File: config.mk
export PLATFORM = sky130hd
export DESIGN_NAME = hz_interlock
export DESIGN_NICKNAME = d
export VERILOG_FILES = /design/src/rtl/hz_pkg.sv /design/src/rtl/hz_stage_track.sv /design/src/rtl/hz_fwd_sel.sv /design/src/rtl/hz_load_use.sv /design/src/rtl/hz_interlock.sv
export SDC_FILE = /design/constraint.sdc
export NUM_CORES = 1
export LEC_CHECK = 0
export ABC_AREA = 1
export ABC_CLOCK_PERIOD_IN_PS = 2300
export CORE_MARGIN = 10
export CORE_UTILIZATION = 25
export CTS_CLUSTER_DIAMETER = 60
export DETAILED_ROUTE_END_ITERATION = 10
export SETUP_SLACK_MARGIN = 0.05
export SLEW_MARGIN = 20
export SYNTH_ARGS = -nofsm -noshare
export SYNTH_HDL_FRONTEND = slang
export SYNTH_SLANG_ARGS = --single-unit
export TNS_END_PERCENT = 5
File: constraint.sdc
create_clock -name clk_i -period 2.3 [get_ports clk_i]
set_input_delay 0.23 -clock clk_i [delete_from_list [all_inputs] [get_ports clk_i]]
set_output_delay 0.23 -clock clk_i [all_outputs]
set_load 0.03 [all_outputs]
File: src/rtl/hz_pkg.sv
package hz_pkg;
  localparam int unsigned NUM_STG = 3;  // execute, memory, writeback
  localparam int unsigned SEL_W   = 2;
  typedef enum logic [SEL_W-1:0] {
    FWD_RF  = 2'b00,
    FWD_WB  = 2'b01,
    FWD_MEM = 2'b10,
    FWD_EX  = 2'b11
  } fwd_sel_e;
endpackage

File: src/rtl/hz_stage_track.sv
module hz_stage_track #(
  parameter int unsigned REG_W = 5,
  parameter int unsigned N_STG = hz_pkg::NUM_STG
) (
  input  logic                        clk_i,
  input  logic                        rst_ni,
  input  logic                        hold_all_i,
  input  logic                        bubble_i,
  input  logic                        in_valid_i,
  input  logic [REG_W-1:0]            in_rd_i,
  input  logic                        in_wen_i,
  input  logic                        in_load_i,
  output logic [N_STG-1:0]            v_o,
  output logic [N_STG-1:0][REG_W-1:0] rd_o,
  output logic [N_STG-1:0]            wen_o,
  output logic [N_STG-1:0]            load_o
);
  logic [N_STG-1:0]            v_q, wen_q, load_q;
  logic [N_STG-1:0][REG_W-1:0] rd_q;

  // stage 0 = execute, fed from decode or a bubble
  always_ff @(posedge clk_i or negedge rst_ni) begin
    if (!rst_ni) begin
      v_q[0] <= 1'b0; rd_q[0] <= '0; wen_q[0] <= 1'b0; load_q[0] <= 1'b0;
    end else if (!hold_all_i) begin
      v_q[0]    <= in_valid_i & ~bubble_i;
      rd_q[0]   <= in_rd_i;
      wen_q[0]  <= in_wen_i & ~bubble_i;
      load_q[0] <= in_load_i & ~bubble_i;
    end
  end

  for (genvar s = 1; s < N_STG; s++) begin : g_shift
    always_ff @(posedge clk_i or negedge rst_ni) begin
      if (!rst_ni) begin
        v_q[s] <= 1'b0; rd_q[s] <= '0; wen_q[s] <= 1'b0; load_q[s] <= 1'b0;
      end else if (!hold_all_i) begin
        v_q[s]    <= v_q[s-1];
        rd_q[s]   <= rd_q[s-1];
        wen_q[s]  <= wen_q[s-1];
        load_q[s] <= load_q[s-1];
      end
    end
  end

  assign v_o    = v_q;
  assign rd_o   = rd_q;
  assign wen_o  = wen_q;
  assign load_o = load_q;

  p_ext_freeze_r5: assert property (@(posedge clk_i) disable iff (!rst_ni)
    hold_all_i |=> ($stable(v_q) && $stable(rd_q) && $stable(wen_q)));
  p_bubble_drains_r3: assert property (@(posedge clk_i) disable iff (!rst_ni)
    (bubble_i && !hold_all_i) |=> (!v_q[0] && $past(v_q[0]) == v_q[1]));
endmodule

File: src/rtl/hz_fwd_sel.sv
module hz_fwd_sel #(
  parameter int unsigned REG_W = 5,
  parameter int unsigned N_STG = hz_pkg::NUM_STG
) (
  input  logic                        clk_i,
  input  logic                        rst_ni,
  input  logic                        id_valid_i,
  input  logic [REG_W-1:0]            src_i,
  input  logic [N_STG-1:0]            v_i,
  input  logic [N_STG-1:0][REG_W-1:0] rd_i,
  input  logic [N_STG-1:0]            wen_i,
  output logic [hz_pkg::SEL_W-1:0]    sel_o
);
  import hz_pkg::*;
  logic [N_STG-1:0] hit;

  for (genvar s = 0; s < N_STG; s++) begin : g_hit
    assign hit[s] = id_valid_i && (src_i != '0) && v_i[s] && wen_i[s] && (rd_i[s] == src_i);
  end

  // oldest first, younger stages override
  always_comb begin
    sel_o = FWD_RF;
    for (int s = N_STG - 1; s >= 0; s--) begin
      if (hit[s]) sel_o = SEL_W'(N_STG - s);
    end
  end

  p_zero_src_r7: assert property (@(posedge clk_i) disable iff (!rst_ni)
    (src_i == '0 || !id_valid_i) |-> (sel_o == FWD_RF));
endmodule

File: src/rtl/hz_load_use.sv
module hz_load_use #(
  parameter int unsigned REG_W = 5
) (
  input  logic             id_valid_i,
  input  logic [REG_W-1:0] rs1_i,
  input  logic [REG_W-1:0] rs2_i,
  input  logic             ex_valid_i,
  input  logic [REG_W-1:0] ex_rd_i,
  input  logic             ex_wen_i,
  input  logic             ex_load_i,
  output logic             hazard_o
);
  logic ex_prod;
  assign ex_prod  = ex_valid_i && ex_wen_i && ex_load_i && (ex_rd_i != '0);
  assign hazard_o = id_valid_i && ex_prod && ((ex_rd_i == rs1_i) || (ex_rd_i == rs2_i));
endmodule

File: src/rtl/hz_interlock.sv
module hz_interlock #(
  parameter int unsigned REG_W = 5
) (
  input  logic             clk_i,
  input  logic             rst_ni,
  input  logic             id_valid_i,
  input  logic [REG_W-1:0] id_rs1_i,
  input  logic [REG_W-1:0] id_rs2_i,
  input  logic [REG_W-1:0] id_rd_i,
  input  logic             id_wen_i,
  input  logic             id_load_i,
  input  logic             ext_stall_i,
  output logic [1:0]       fwd_rs1_o,
  output logic [1:0]       fwd_rs2_o,
  output logic             stall_front_o,
  output logic             freeze_back_o,
  output logic             bubble_ex_o,
  output logic             interlock_event_o
);
  import hz_pkg::*;
  localparam int unsigned N_SRC = 2;

  logic [NUM_STG-1:0]            st_v, st_wen, st_load;
  logic [NUM_STG-1:0][REG_W-1:0] st_rd;
  logic [N_SRC-1:0][REG_W-1:0]   src;
  logic [N_SRC-1:0][SEL_W-1:0]   sel;
  logic                          load_use, bubble;

  assign src[0] = id_rs1_i;
  assign src[1] = id_rs2_i;

  hz_load_use #(.REG_W(REG_W)) i_load_use (
    .id_valid_i (id_valid_i),
    .rs1_i      (id_rs1_i),
    .rs2_i      (id_rs2_i),
    .ex_valid_i (st_v[0]),
    .ex_rd_i    (st_rd[0]),
    .ex_wen_i   (st_wen[0]),
    .ex_load_i  (st_load[0]),
    .hazard_o   (load_use)
  );

  // external stall wins over bubble insertion
  assign bubble = load_use & ~ext_stall_i;

  hz_stage_track #(.REG_W(REG_W), .N_STG(NUM_STG)) i_track (
    .clk_i      (clk_i),
    .rst_ni     (rst_ni),
    .hold_all_i (ext_stall_i),
    .bubble_i   (bubble),
    .in_valid_i (id_valid_i),
    .in_rd_i    (id_rd_i),
    .in_wen_i   (id_wen_i),
    .in_load_i  (id_load_i),
    .v_o        (st_v),
    .rd_o       (st_rd),
    .wen_o      (st_wen),
    .load_o     (st_load)
  );

  for (genvar i = 0; i < N_SRC; i++) begin : g_src
    hz_fwd_sel #(.REG_W(REG_W), .N_STG(NUM_STG)) i_fwd (
      .clk_i      (clk_i),
      .rst_ni     (rst_ni),
      .id_valid_i (id_valid_i),
      .src_i      (src[i]),
      .v_i        (st_v),
      .rd_i       (st_rd),
      .wen_i      (st_wen),
      .sel_o      (sel[i])
    );
  end

  assign fwd_rs1_o         = sel[0];
  assign fwd_rs2_o         = sel[1];
  assign stall_front_o     = load_use | ext_stall_i;
  assign freeze_back_o     = ext_stall_i;
  assign bubble_ex_o       = bubble;
  assign interlock_event_o = bubble;

  p_single_stall_r6: assert property (@(posedge clk_i) disable iff (!rst_ni)
    interlock_event_o |=> !interlock_event_o);
  p_event_stalls_r2: assert property (@(posedge clk_i) disable iff (!rst_ni)
    interlock_event_o |-> (stall_front_o && !freeze_back_o));
  p_ext_no_event_r5: assert property (@(posedge clk_i) disable iff (!rst_ni)
    ext_stall_i |-> (!bubble_ex_o && !interlock_event_o && stall_front_o));
  p_after_bubble_r3: assert property (@(posedge clk_i) disable iff (!rst_ni)
    interlock_event_o |=> (fwd_rs1_o != 2'b11 && fwd_rs2_o != 2'b11));
endmodule

# Yosys cells after proc, flatten, opt, wreduce, memory -nomap -nowiden
# Index checks and enable logic that the tools add are counted.
[totals] register_bits=22 in_bits=21 output_inout_bits=8 word_cells=58
[op_classes] n_eq_ne=6 n_mux=6 bitwise=7 n_reduce_logical=29
[ops] op="$eq A5 B5 Y1" count=6
[ops] op="$logic_and A1 B1 Y1" count=25
[ops] op="$reduce_bool A5 Y1" count=3
[ops] op="$mux W2" count=4
[ops] op="$and A1 B1 Y1" count=4
[ops] op="$mux W1" count=2
[ops] op="$not A1 Y1" count=2
[ops] op="$logic_or A1 B1 Y1" count=1
[ops] op="$or A1 B1 Y1" count=1

# Logic depth before layout (Yosys ltp)
[logic_depth] word_depth=8 mapped_depth=9 depth_no_buf=9

# Modules after synthesis
# Synthesis repeated with hierarchy kept, for this count alone.
[hier_totals] hier_cells=303 area_unflattened_um2=1940.6
[modules_own_cells] module="hz_stage_track" instances=1 cells_each=102 area_per_inst_um2=1051.0 seq_area_each_um2=600.6
[modules_own_cells] module="hz_fwd_sel" instances=2 cells_each=74 area_per_inst_um2=327.8 seq_area_each_um2=0.0
[modules_own_cells] module="hz_load_use" instances=1 cells_each=47 area_per_inst_um2=203.9 seq_area_each_um2=0.0
[modules_own_cells] module="hz_interlock" instances=1 cells_each=6 area_per_inst_um2=30.0 seq_area_each_um2=0.0

# Worst setup path before layout
# OpenSTA, ideal clock, no wires.
[synth_timing] kind="reg2out" startpoint="register i_track.rd_q, in the netlist i_track.rd_o[4]" endpoint="output interlock_event_o" arrival_time_ns=1.543 required_time_ns=2.070 slack_ns=0.527 stages_incl_launch_ff=10 n_path_buf=1 path_cell_list="dfrtp_1 > inv_1 > nand2_1 > nand2_1 > nor2_1 > nand3_1 > nand2_1 > nand2_2 > nor2_1 > buf_4"
[synth_via] elab_chain_cells=5 elab_cells_between_ends=8 classes_between="2 x eq/ne; 1 x bitwise; 5 x reduce/logical"
[synth_lines] item="start: declaration" line_no="hz_stage_track.sv:19" rtl="logic [N_STG-1:0][REG_W-1:0] rd_q;"
[synth_lines] item="$reduce_bool A5 Y1" line_no="hz_load_use.sv:14" rtl="assign ex_prod = ex_valid_i && ex_wen_i && ex_load_i && (ex_rd_i != '0);"
[synth_lines] item="$logic_and A1 B1 Y1" line_no="hz_load_use.sv:14"
[synth_lines] item="$logic_and A1 B1 Y1" line_no="hz_load_use.sv:15" rtl="assign hazard_o = id_valid_i && ex_prod && ((ex_rd_i == rs1_i) || (ex_rd_i == rs2_i));"
[synth_lines] item="$logic_and A1 B1 Y1 (*)" line_no="hz_load_use.sv:15"
[synth_lines] item="$and A1 B1 Y1 (*)" line_no="hz_interlock.sv:44" rtl="assign bubble = load_use & ~ext_stall_i;"
[synth_lines] item="end: declaration" line_no="hz_interlock.sv:18" rtl="output logic interlock_event_o"
# Mark *: on every way between the ends. The rest lies on a longest branch, timed or not.

# Worst setup path after layout
[layout_timing] startpoint="input id_rs2_i[0]" endpoint="output bubble_ex_o"
[layout_via] elab_chain_cells=4
[layout_lines] item="start: declaration" line_no="hz_interlock.sv:8" rtl="input logic [REG_W-1:0] id_rs2_i,"
[layout_lines] item="$eq A5 B5 Y1" line_no="hz_load_use.sv:15"
[layout_lines] item="$logic_or A1 B1 Y1" line_no="hz_load_use.sv:15"
[layout_lines] item="$logic_and A1 B1 Y1" line_no="hz_load_use.sv:15"
[layout_lines] item="$and A1 B1 Y1" line_no="hz_interlock.sv:44"
[layout_lines] item="end: declaration" line_no="hz_interlock.sv:17" rtl="output logic bubble_ex_o,"
# Every way passes these cells.

==> run metrics <==
starting density of the core 0.254; Setup CP Type input pin to output port; Crit. End Element output port; synthesized flop and latch total 22; final hold slack 0.305 ns; total number of H-tree levels 1; Hold Path Class input pin to asynchronous set/reset pin; count of fill cells added during filler insertion just over 600; number of I/O port buffers 28; Crit path largest cell delay 0.58 ns; Placement Setup Slack around 0.28 ns; Buf+Inv Stages, Crit Path 3; horizontal die dimension between 90 and 100 µm; die footprint slightly below 9000 µm²; overall global routing resource usage 0.0929; Post-Synth Simple-Gate Area 0.361; I/O pin count 29; Post-Synthesis Mean Instance Area 6.67 µm²; reg-to-reg setup timing slack approximately 0.98 ns; total power consumption of the routed design 0.988 mW; number of endpoints with negative hold slack in the final report 0; number of hold buffers added after CTS 0; final std cells w/o fill 308; global-route wire length before repair roughly 6600 µm; launching element type of the critical path input pin; WL per Instance roughly 13 µm; Ys Warns 0; CTS tree yes; number of antenna violations at the first check in global routing 0; Compound-Gate Fraction of Synth Area 0.0707; endpoint of the worst-slack reg-to-reg timing path i_track.v_o[0]; Setup Buffers After CTS 0; status finished clean; most used cell, CP sky130_fd_sc_hd__nand2_1; adder and majority cell fraction of the synthesized area 0; syn_nets about 230; upper clock frequency limit around 0.49 GHz; Pre-antenna DRT Iters 4; RSZ-0062 raised after global routing false; clock root buffer sky130_fd_sc_hd__clkbuf_8; total overflow reported by the global router 0; multiplexer fraction of the synthesized cell area 0; power density over the cells ~560 nW/µm²; Post-layout nets approximately 260; XOR/XNOR Fraction of Synth Area 0.0761; Cell Rows 27; fraction of final layout cells with drive strength greater than 1 0.0847; crit-path cells clkdlybuf4s50_1 > inv_1 > nand2_1 > nand2_1 > nor2_1 > nand3_1 > nand2_1 > nand2_2 > nor2_1 > buf_4; mean number of vias per cell 4.34; Cell Count Post-Placement between 300 and 400; fin worst setup slack 0.279 ns; total number of vias between 1000 and 1500; WP depth 10; GPL Wtd Cong ~0.88; clock transition at the registers of the reported paths 0.08 ns; crit path launch id_rs2_i[0]; largest fanout of any net on the critical path 5; Area Growth Syn to Fin 28.9%; clock sink total 22; path depth of the worst reg2reg path 9; Setup-failing EPs final 0; chip height roughly 94 µm; pin count of the biggest net entering global routing 23; peak supply drop about 0.00025 V; Antenna Nets Post-Route 0; total of max-cap violations 0; Residual DRC 0; Core Region around 5400 µm²; Top delay family on crit path buffers and inverters; routed wire length 3930 µm; Syn Inst Count approximately 210; Max Buffers Root-to-Sink 2; initial DRC count 63; dominant combinational cell family by area after synthesis simple AND/OR/NAND/NOR gates; endpoint arrival time on the critical path 1.79 ns; pins over their slew limit 0; worst path required time 2.07 ns; clock insertion delay at the later pin of the skew report between 0.2 and 0.3 ns; max-slew headroom at the worst pin 0.774; Worst Tran Pin Value approximately 0.34 ns; number of inserted diodes 0; leakage power of the design 0.910 nW; sequential-to-total area share from yosys stat 0.399; post-route clock period utilization 0.879; number of distinct library cells after synthesis 18; summed negative setup slack over all endpoints 0 ns; Critical Path Sink bubble_ex_o; Critical R2R Launch i_track.rd_o[0]; Resized cells post-CTS 0; CTS buffer count 3; setup skew after layout approximately 0.0032 ns; post-synth design cell area approximately 1400 µm²; vias in the first global route 1371; half-perimeter wire length of the detailed placement result ~3200 µm; final critical delay including setup and external delays approximately 2 ns; cell type of the slowest stage on the worst timing path sky130_fd_sc_hd__clkdlybuf4s50_1
[state kept, by name (all words and copies together), names as in the netlist]
name	cells
i_track.wen_o	3
i_track.v_o	3
i_track.rd_o	15
i_track.load_o	1
[final cells by class]
cell class | instances | area [µm²] | share of cell area
Tap cell | 72 | 90.1 | 0.0506
Sequential cell | 22 | 551 | 0.309
Inverter | 25 | 93.8 | 0.0527
Clock buffer | 4 | 55.1 | 0.0309
Timing Repair Buffer | 32 | 290 | 0.163
Multi-Input combinational cell | 153 | 701 | 0.394
[power breakdown]
part / total, mW / internal (mW) / switching, mW
clock network: 0.290 / 0.153 / 0.137
registers: 0.470 / 0.429 / 0.0419
logic: 0.228 / 0.100 / 0.128
total: 0.988 / 0.682 / 0.306
[cell usage after synthesis]
library cell                n  area (µm²)
sky130_fd_sc_hd__nor3_1     3        15.0
sky130_fd_sc_hd__xnor2_1    8        70.1
sky130_fd_sc_hd__inv_2      2        7.51
sky130_fd_sc_hd__nand4_1    9        56.3
sky130_fd_sc_hd__nor2_1    17        63.8
sky130_fd_sc_hd__clkbuf_1   3        11.3
sky130_fd_sc_hd__o21ai_0   14        70.1
sky130_fd_sc_hd__nand2_1   84         315
sky130_fd_sc_hd__xor2_1     4        35.0
sky130_fd_sc_hd__nand2_2    1        6.26
sky130_fd_sc_hd__inv_1     23        86.3
sky130_fd_sc_hd__buf_2      2        10.0
sky130_fd_sc_hd__a21oi_1    4        20.0
sky130_fd_sc_hd__o31ai_1    1        7.51
sky130_fd_sc_hd__or2_2      1        6.26
sky130_fd_sc_hd__dfrtp_1   22         551
sky130_fd_sc_hd__nand3_1    7        35.0
sky130_fd_sc_hd__buf_4      2        15.0
[worst reg2reg max path, delay by kind of cell (launching register included)]
kind,cells,cell delay [ns]
and+or+nand+nor,8,0.69
buffers and inverters,1,0.09
DFF,1,0.44
[how the worst min path moves through the flow]
stage,from,end,slack (ns)
after floorplan,rst_ni,i_track.load_o[0],-0.07
after global placement,i_track.wen_o[2],i_track.wen_o[2],0.46
after detailed placement,i_track.wen_o[2],i_track.wen_o[2],0.47
after CTS,rst_ni,i_track.v_o[2],0.32
after global routing,rst_ni,i_track.rd_o[5],0.33
final,rst_ni,i_track.rd_o[5],0.30
[layer usage]
metal	wire length [µm]	vias up	GRT usage
met4	69	0	0.0316
met3	267	8	0.0341
met2	1570	44	0.130
met5	0	-	0
li1	-	694	-
met1	2030	590	0.127
[placed cells by master (no fill, tap or decap)]
master	netlist	final
sky130_fd_sc_hd__or2_2	1	1
sky130_fd_sc_hd__dfrtp_1	22	22
sky130_fd_sc_hd__nor3_1	3	3
sky130_fd_sc_hd__inv_2	2	2
sky130_fd_sc_hd__nand2_1	84	84
sky130_fd_sc_hd__nand2_2	1	1
sky130_fd_sc_hd__xor2_1	4	4
sky130_fd_sc_hd__clkbuf_8	0	4
sky130_fd_sc_hd__a21oi_1	4	4
sky130_fd_sc_hd__inv_1	23	23
sky130_fd_sc_hd__buf_4	2	12
sky130_fd_sc_hd__nor2_1	17	17
sky130_fd_sc_hd__nand4_1	9	9
sky130_fd_sc_hd__o31ai_1	1	1
sky130_fd_sc_hd__clkdlybuf4s50_1	0	20
sky130_fd_sc_hd__o21ai_0	14	14
sky130_fd_sc_hd__xnor2_1	8	8
sky130_fd_sc_hd__nand3_1	7	7
[through the flow]
step	cell area, µm²	utilization
finish	1780	0.327
global route	1780	0.327
CTS	1780	0.327
detailed placement	1730	0.317
global placement	1730	0.317
floorplan	1380	-
[kinds of logic after synthesis]
group / count (synthesis)
AOI/OAI and AO/OA: 19
and+or+nand+nor: 122
buffers and inverters: 32
xor gates and xnor gates: 12
DFF: 22
(Power assumes the default switching activity.)
